--- src/rtl/lam_pkg.sv ---
package lam_pkg;
    localparam int FN_W = 5;
    localparam int SA_W = 4;

    localparam logic [FN_W-1:0] FN_READ    = 5'd7;
    localparam logic [FN_W-1:0] FN_CLEAR   = 5'd10;
    localparam logic [FN_W-1:0] FN_WRITE   = 5'd22;
    localparam logic [FN_W-1:0] FN_DISABLE = 5'd24;
    localparam logic [FN_W-1:0] FN_ENABLE  = 5'd26;

    localparam logic [SA_W-1:0] SA_SRC  = 4'd0;
    localparam logic [SA_W-1:0] SA_MASK = 4'd1;
    localparam logic [SA_W-1:0] SA_ALL  = 4'd15;

    typedef enum logic {
        ST_IDLE,
        ST_EVAL
    } lam_state_e;

    typedef struct packed {
        logic            rd_src;
        logic            rd_mask;
        logic            wr_src;
        logic            wr_mask;
        logic            clr_one;
        logic            clr_all;
        logic            lam_off;
        logic            lam_on;
        logic [SA_W-1:0] idx;
    } lam_op_t;
endpackage

--- src/rtl/lam_cmd_dec.sv ---
module lam_cmd_dec
    import lam_pkg::*;
#(
    parameter int NUM_CLR = 3
) (
    input  logic            stb,
    input  logic [FN_W-1:0] fn,
    input  logic [SA_W-1:0] sa,
    output lam_op_t         op
);
    localparam int CLR_LIM = (NUM_CLR < 15) ? NUM_CLR : 15;

    logic sa_single;

    assign sa_single = (int'(sa) < CLR_LIM);

    always_comb begin
        op     = '0;
        op.idx = sa;
        if (stb) begin
            unique case (fn)
                FN_READ: begin
                    op.rd_src  = (sa == SA_SRC);
                    op.rd_mask = (sa == SA_MASK);
                end
                FN_WRITE: begin
                    op.wr_src  = (sa == SA_SRC);
                    op.wr_mask = (sa == SA_MASK);
                end
                FN_CLEAR: begin
                    op.clr_one = sa_single;
                    op.clr_all = (sa == SA_ALL);
                end
                FN_DISABLE: op.lam_off = (sa == SA_SRC);
                FN_ENABLE:  op.lam_on  = (sa == SA_SRC);
                default:    op.idx     = sa;
            endcase
        end
    end
endmodule

--- src/rtl/lam_regs.sv ---
module lam_regs
    import lam_pkg::*;
#(
    parameter int REG_W   = 16,
    parameter int NUM_EVT = 2
) (
    input  logic               clk,
    input  logic               rst_n,
    input  lam_op_t            op,
    input  logic [REG_W-1:0]   wdata,
    input  logic [NUM_EVT-1:0] evt,
    output logic [REG_W-1:0]   src_q,
    output logic [REG_W-1:0]   mask_q,
    output logic               en_q,
    output logic [REG_W-1:0]   rd_data,
    output logic               rd_valid,
    output logic               upd
);
    localparam int EVT_USED = (NUM_EVT < REG_W) ? NUM_EVT : REG_W;

    logic [REG_W-1:0] src_d;
    logic [REG_W-1:0] mask_d;
    logic             en_d;

    for (genvar b = 0; b < REG_W; b++) begin : g_bit
        logic kept;
        always_comb begin
            kept = src_q[b];
            if (op.wr_src) begin
                kept = wdata[b];
            end else if (op.clr_all || (op.clr_one && (int'(op.idx) == b))) begin
                kept = 1'b0;
            end
        end
        if (b < EVT_USED) begin : g_evt
            assign src_d[b] = kept | evt[b];
        end else begin : g_plain
            assign src_d[b] = kept;
        end
    end

    assign mask_d = op.wr_mask ? wdata : mask_q;

    always_comb begin
        en_d = en_q;
        if (op.lam_on) begin
            en_d = 1'b1;
        end else if (op.lam_off) begin
            en_d = 1'b0;
        end
    end

    assign upd = op.wr_src | op.wr_mask | op.clr_one | op.clr_all
               | op.lam_on | op.lam_off | (|evt);

    always_ff @(posedge clk) begin
        if (!rst_n) begin
            src_q    <= '0;
            mask_q   <= '0;
            en_q     <= 1'b0;
            rd_data  <= '0;
            rd_valid <= 1'b0;
        end else begin
            src_q    <= src_d;
            mask_q   <= mask_d;
            en_q     <= en_d;
            rd_valid <= op.rd_src | op.rd_mask;
            if (op.rd_src) begin
                rd_data <= src_q;
            end else if (op.rd_mask) begin
                rd_data <= mask_q;
            end
        end
    end
endmodule

--- src/rtl/lam_eval_fsm.sv ---
module lam_eval_fsm
    import lam_pkg::*;
#(
    parameter int REG_W = 16
) (
    input  logic             clk,
    input  logic             rst_n,
    input  logic             req,
    input  logic [REG_W-1:0] src_q,
    input  logic [REG_W-1:0] mask_q,
    input  logic             en_q,
    output logic             lam
);
    lam_state_e state_q;
    lam_state_e state_d;

    always_comb begin
        state_d = state_q;
        unique case (state_q)
            ST_IDLE: state_d = req ? ST_EVAL : ST_IDLE;
            ST_EVAL: state_d = req ? ST_EVAL : ST_IDLE;
        endcase
    end

    always_ff @(posedge clk) begin
        if (!rst_n) begin
            state_q <= ST_IDLE;
        end else begin
            state_q <= state_d;
        end
    end

    always_ff @(posedge clk) begin
        if (!rst_n) begin
            lam <= 1'b0;
        end else begin
            unique case (state_q)
                ST_IDLE: lam <= lam;
                ST_EVAL: lam <= en_q & (|(src_q & mask_q));
            endcase
        end
    end
endmodule

--- src/rtl/lam_ctrl.sv ---
module lam_ctrl
    import lam_pkg::*;
#(
    parameter int REG_W   = 16,
    parameter int NUM_EVT = 2,
    parameter int NUM_CLR = 3
) (
    input  logic               clk,
    input  logic               rst_n,
    input  logic               cmd_stb,
    input  logic [4:0]         cmd_fn,
    input  logic [3:0]         cmd_sa,
    input  logic [REG_W-1:0]   cmd_wdata,
    input  logic [NUM_EVT-1:0] evt_set,
    input  logic               tick,
    output logic [REG_W-1:0]   rd_data,
    output logic               rd_valid,
    output logic               lam,
    output logic               lam_en
);
    lam_op_t          op;
    logic [REG_W-1:0] src_q;
    logic [REG_W-1:0] mask_q;
    logic             en_q;
    logic             upd;

    lam_cmd_dec #(
        .NUM_CLR (NUM_CLR)
    ) u_dec (
        .stb (cmd_stb),
        .fn  (cmd_fn),
        .sa  (cmd_sa),
        .op  (op)
    );

    lam_regs #(
        .REG_W   (REG_W),
        .NUM_EVT (NUM_EVT)
    ) u_regs (
        .clk      (clk),
        .rst_n    (rst_n),
        .op       (op),
        .wdata    (cmd_wdata),
        .evt      (evt_set),
        .src_q    (src_q),
        .mask_q   (mask_q),
        .en_q     (en_q),
        .rd_data  (rd_data),
        .rd_valid (rd_valid),
        .upd      (upd)
    );

    lam_eval_fsm #(
        .REG_W (REG_W)
    ) u_fsm (
        .clk    (clk),
        .rst_n  (rst_n),
        .req    (upd | tick),
        .src_q  (src_q),
        .mask_q (mask_q),
        .en_q   (en_q),
        .lam    (lam)
    );

    assign lam_en = en_q;
endmodule

--- config.mk ---
export PLATFORM = sky130hd
export DESIGN_NAME = lam_ctrl
export DESIGN_NICKNAME = d
export VERILOG_FILES = /design/src/rtl/lam_pkg.sv /design/src/rtl/lam_cmd_dec.sv /design/src/rtl/lam_regs.sv /design/src/rtl/lam_eval_fsm.sv /design/src/rtl/lam_ctrl.sv
export SDC_FILE = /design/constraint.sdc
export NUM_CORES = 1
export LEC_CHECK = 0
export BUFFER_PORTS_ARGS = -buffer_cell sky130_fd_sc_hd__clkbuf_2
export CAP_MARGIN = 10
export CORE_ASPECT_RATIO = 1.2
export CORE_UTILIZATION = 30
export DETAILED_ROUTE_END_ITERATION = 7
export GPL_TIMING_DRIVEN = 0
export MAX_ROUTING_LAYER = met4
export PLACE_DENSITY = 0.63
export SLEW_MARGIN = 0
export SYNTH_ARGS = -nofsm -noshare
export SYNTH_HDL_FRONTEND = slang
export SYNTH_SLANG_ARGS = --single-unit
--- constraint.sdc ---
create_clock -name clk -period 1.4 [get_ports clk]
set_input_delay 0.07 -clock clk [delete_from_list [all_inputs] [get_ports clk]]
set_output_delay 0.07 -clock clk [all_outputs]
set_load 0.01 [all_outputs]
==> flow_summary.json <==
{
  "netlist_area_mm2": 0.00236,
  "syn_avg_cell_area_um2": 10.6,
  "drv_slew": 0,
  "synth_top_area_cell": "dfxtp_1",
  "worst_slack_ps": 80.5,
  "grt_pass1_vias": 1904,
  "io_pins": 50,
  "cts_inserted_buffers": 5,
  "io_buffer_count": 48,
  "synth_top_family_by_area": "compound AO/OA/AOI/OAI gates",
  "clock_sinks": 52,
  "antenna_found_initial": 0,
  "worstSetupPathType": "input port to flop",
  "initial_core_util_pct": 30.8,
  "required_ps": 1610,
  "grt-ovfl-total": 0,
  "synth_edf_count": 0,
  "hpwl_mm": 4.37,
  "clock_path_buffers": 2,
  "fmaxAchievable_mhz": 758,
  "post-route-period-util_pct": 94.2,
  "skew_ps": 4.43,
  "ys.warnings.count": 0,
  "synthAdderAreaFrac_pct": 0,
  "clkTransAtPathRegs_ps": 100,
  "insertedDiodeCount": 0,
  "synthTopCellsByArea": "dfxtp_1 (44%), mux2i_1 (14%), nor2b_1 (7.9%), o211a_1 (6.8%), a22oi_2 (3.7%)",
  "nNetsFinal": 322,
  "crit_arrival_ps": 1530,
  "hp-class": "input port to flop",
  "gp_congestion": 0.754,
  "status": "finished clean",
  "critPathCaptureType": "flop",
  "die_w_um": 83.0,
  "layout_min_cycle_time_ps": 1320,
  "start_kind": "input port",
  "multi_input_area_mm2": 0.00128,
  "grt_start_max_net_pins": 18,
  "p_per_area_mw_per_mm2": 864,
  "synthSimpleGateAreaFrac_pct": 19.1,
  "drive_above_1_share_pct": 32.2,
  "leakage_nw": 1.33,
  "ant_nets": 0,
  "synthFlopType": "dfxtp_1",
  "drv_cap": 0,
  "ys_seq_area_share_pct": 44.1,
  "grt_pass1_wl_mm": 9.57,
  "grt_usage_pct": 15.2,
  "dp_slack_ps": -604,
  "ys_types": 35,
  "first_iter_violations": 106,
  "crit_fanout": 10,
  "vias": 1907,
  "synthCells": 222,
  "dp.cells": 362,
  "finalHoldViolCount": 0,
  "syn2layout_area_growth_pct": 25.0,
  "die_height_um": 99.2,
  "insertion_delay_ps": 310,
  "synthMuxAreaShare_pct": 14.0,
  "wire_per_inst_um": 15.4,
  "ys_seq_elements": 52,
  "die-area_mm2": 0.00823,
  "fp.coreArea_mm2": 0.00766,
  "viasPerCell": 4.97,
  "slew_headroom_pct": 68.1,
  "syn-num-nets": 253,
  "cts_tree": "built",
  "synthArstFlopShare_pct": 0,
  "layout.cells.non_filler": 384,
  "fill_cells": 792,
  "route.detailed.drc": 0,
  "drt-total-wl_mm": 5.92,
  "setup_violations": 0,
  "worst_pin_slew_ps": 473,
  "ctsRootBufferMaster": "clkbuf_8",
  "fp-row-count": 35,
  "htreeDepth": 2,
  "synth-xor-area-share_pct": 0,
  "seq_area_mm2": 0.00104,
  "first_pass_iters": 4,
  "synth_compound_gate_area_share_pct": 19.6,
  "vdd_drop_max_mv": 0.376,
  "synth_top_area_share_pct": 44.1
}
==> synth_stat cells, types with 2 or more instances <==
| cell type | instances |
|---|---|
| buf_6 | 2 |
| nand4_1 | 2 |
| nand2_1 | 21 |
| a22o_1 | 4 |
| o211a_1 | 16 |
| a21boi_1 | 3 |
| a22oi_2 | 7 |
| clkbuf_1 | 6 |
| nor2b_1 | 30 |
| a21oi_1 | 2 |
| nor3_1 | 3 |
| nand3_1 | 6 |
| and2_1 | 2 |
| nand2b_1 | 2 |
| a22oi_1 | 6 |
| a221oi_1 | 4 |
| mux2i_1 | 33 |
| dfxtp_1 | 52 |
| buf_2 | 5 |
==> report_power, final <==
group / leakage (nW) / internal (mW) / switching [mW] / total (mW)
registers: 0.420 / 1.49 / 0.00557 / 1.49
clock network: 0.0445 / 0.356 / 0.523 / 0.879
logic: 0.868 / 0.0802 / 0.102 / 0.182
==> final cells by class <==
class | count | area share (%)
multi-input combinational | 156 | 43.2
sequential | 52 | 35.3
timing repair buffer | 62 | 11.8
tap | 92 | 3.90
buffer | 14 | 2.80
clock buffer | 5 | 2.33
clock inverter | 3 | 0.720
==> layout by cell type, fill, tap and decap left out, types with 2 or more instances in the layout <==
master    count
o211a_1      16
a21oi_1       2
nor3_1        2
a21boi_1      3
a22oi_1       6
and2_1        2
buf_2         5
a22oi_2       7
a221oi_2      2
clkbuf_8      5
buf_4        13
mux2i_1      33
buf_6         3
a221oi_1      2
a22o_1        4
clkbuf_1      5
nand2b_1      2
dfxtp_1      52
nand3_1       6
clkbuf_2     49
nand4_1       2
nand2_1      21
nor4_4        2
nor2b_1      30
==> metal layers <==
layer	wire, µm	vias up	track usage, %
met5	0	-	-
met4	84	0	4.11
met1	2680	903	18.8
li1	-	953	-
met2	2940	43	25.4
met3	212	8	3.07
==> final timing paths <==
kind,start,endpoint,slack (ps),cells after the start
setup / recovery,cmd_sa[1],u_regs.rd_data[6]$_SDFFE_PN0P_,80,7
hold / removal,cmd_wdata[5],u_regs.mask_q[5]$_SDFFE_PN0P_,40,3
setup reg to reg,u_regs.mask_q[8]$_SDFFE_PN0P_,u_fsm.lam$_SDFFE_PN0P_,120,5
hold reg to reg,u_fsm.state_q$_SDFF_PN0_,u_fsm.lam$_SDFFE_PN0P_,470,2
==> stage by stage <==
step                setup TNS (ps)  power [mW]  util [%]  instance area [µm²]  hold slack [ps]
floorplan                     -255        1.61         -                 2370              209
global placement            -19610        1.70      35.6                 2730              317
detailed placement          -19660        1.70      35.6                 2730              323
CTS                              0        2.57      37.3                 2860             33.5
global route                 -22.7        2.66      38.5                 2950             51.8
finish                           0        2.55      38.5                 2950             41.8
==> timing repair <==
action / 4_1_cts / 5_1_grt
hold buffers: 1 / 0
setup endpoints to repair: 37 / 35
gates cloned: 0 / 0
buffers inserted: 3 / 10
pin swaps: 3 / 3
gates resized for setup: 1 / 3
hold endpoints to repair: 1 / 0
==> kinds of logic after synthesis <==
family,count (synthesis)
buffers and inverters,14
AOI/OAI and AO/OA,48
and+or+nand+nor,75
DFF,52
muxes,33
==> state kept, by name, indices dropped and copies added, names as in the netlist <==
| signal | flops |
|---|---|
| u_fsm.lam | 1 |
| u_fsm.state_q | 1 |
| u_regs.en_q | 1 |
| u_regs.mask_q | 16 |
| u_regs.rd_data | 16 |
| u_regs.rd_valid | 1 |
| u_regs.src_q | 16 |
==> worst max-delay path, stage by stage <==
cell and delay, ps:
clkbuf_2 150, or3_4 450, nor4_4 250, buf_4 180
buf_2 220, nand2_1 80, o211a_1 120
Note: power is estimated with default switching activity, not from simulation.
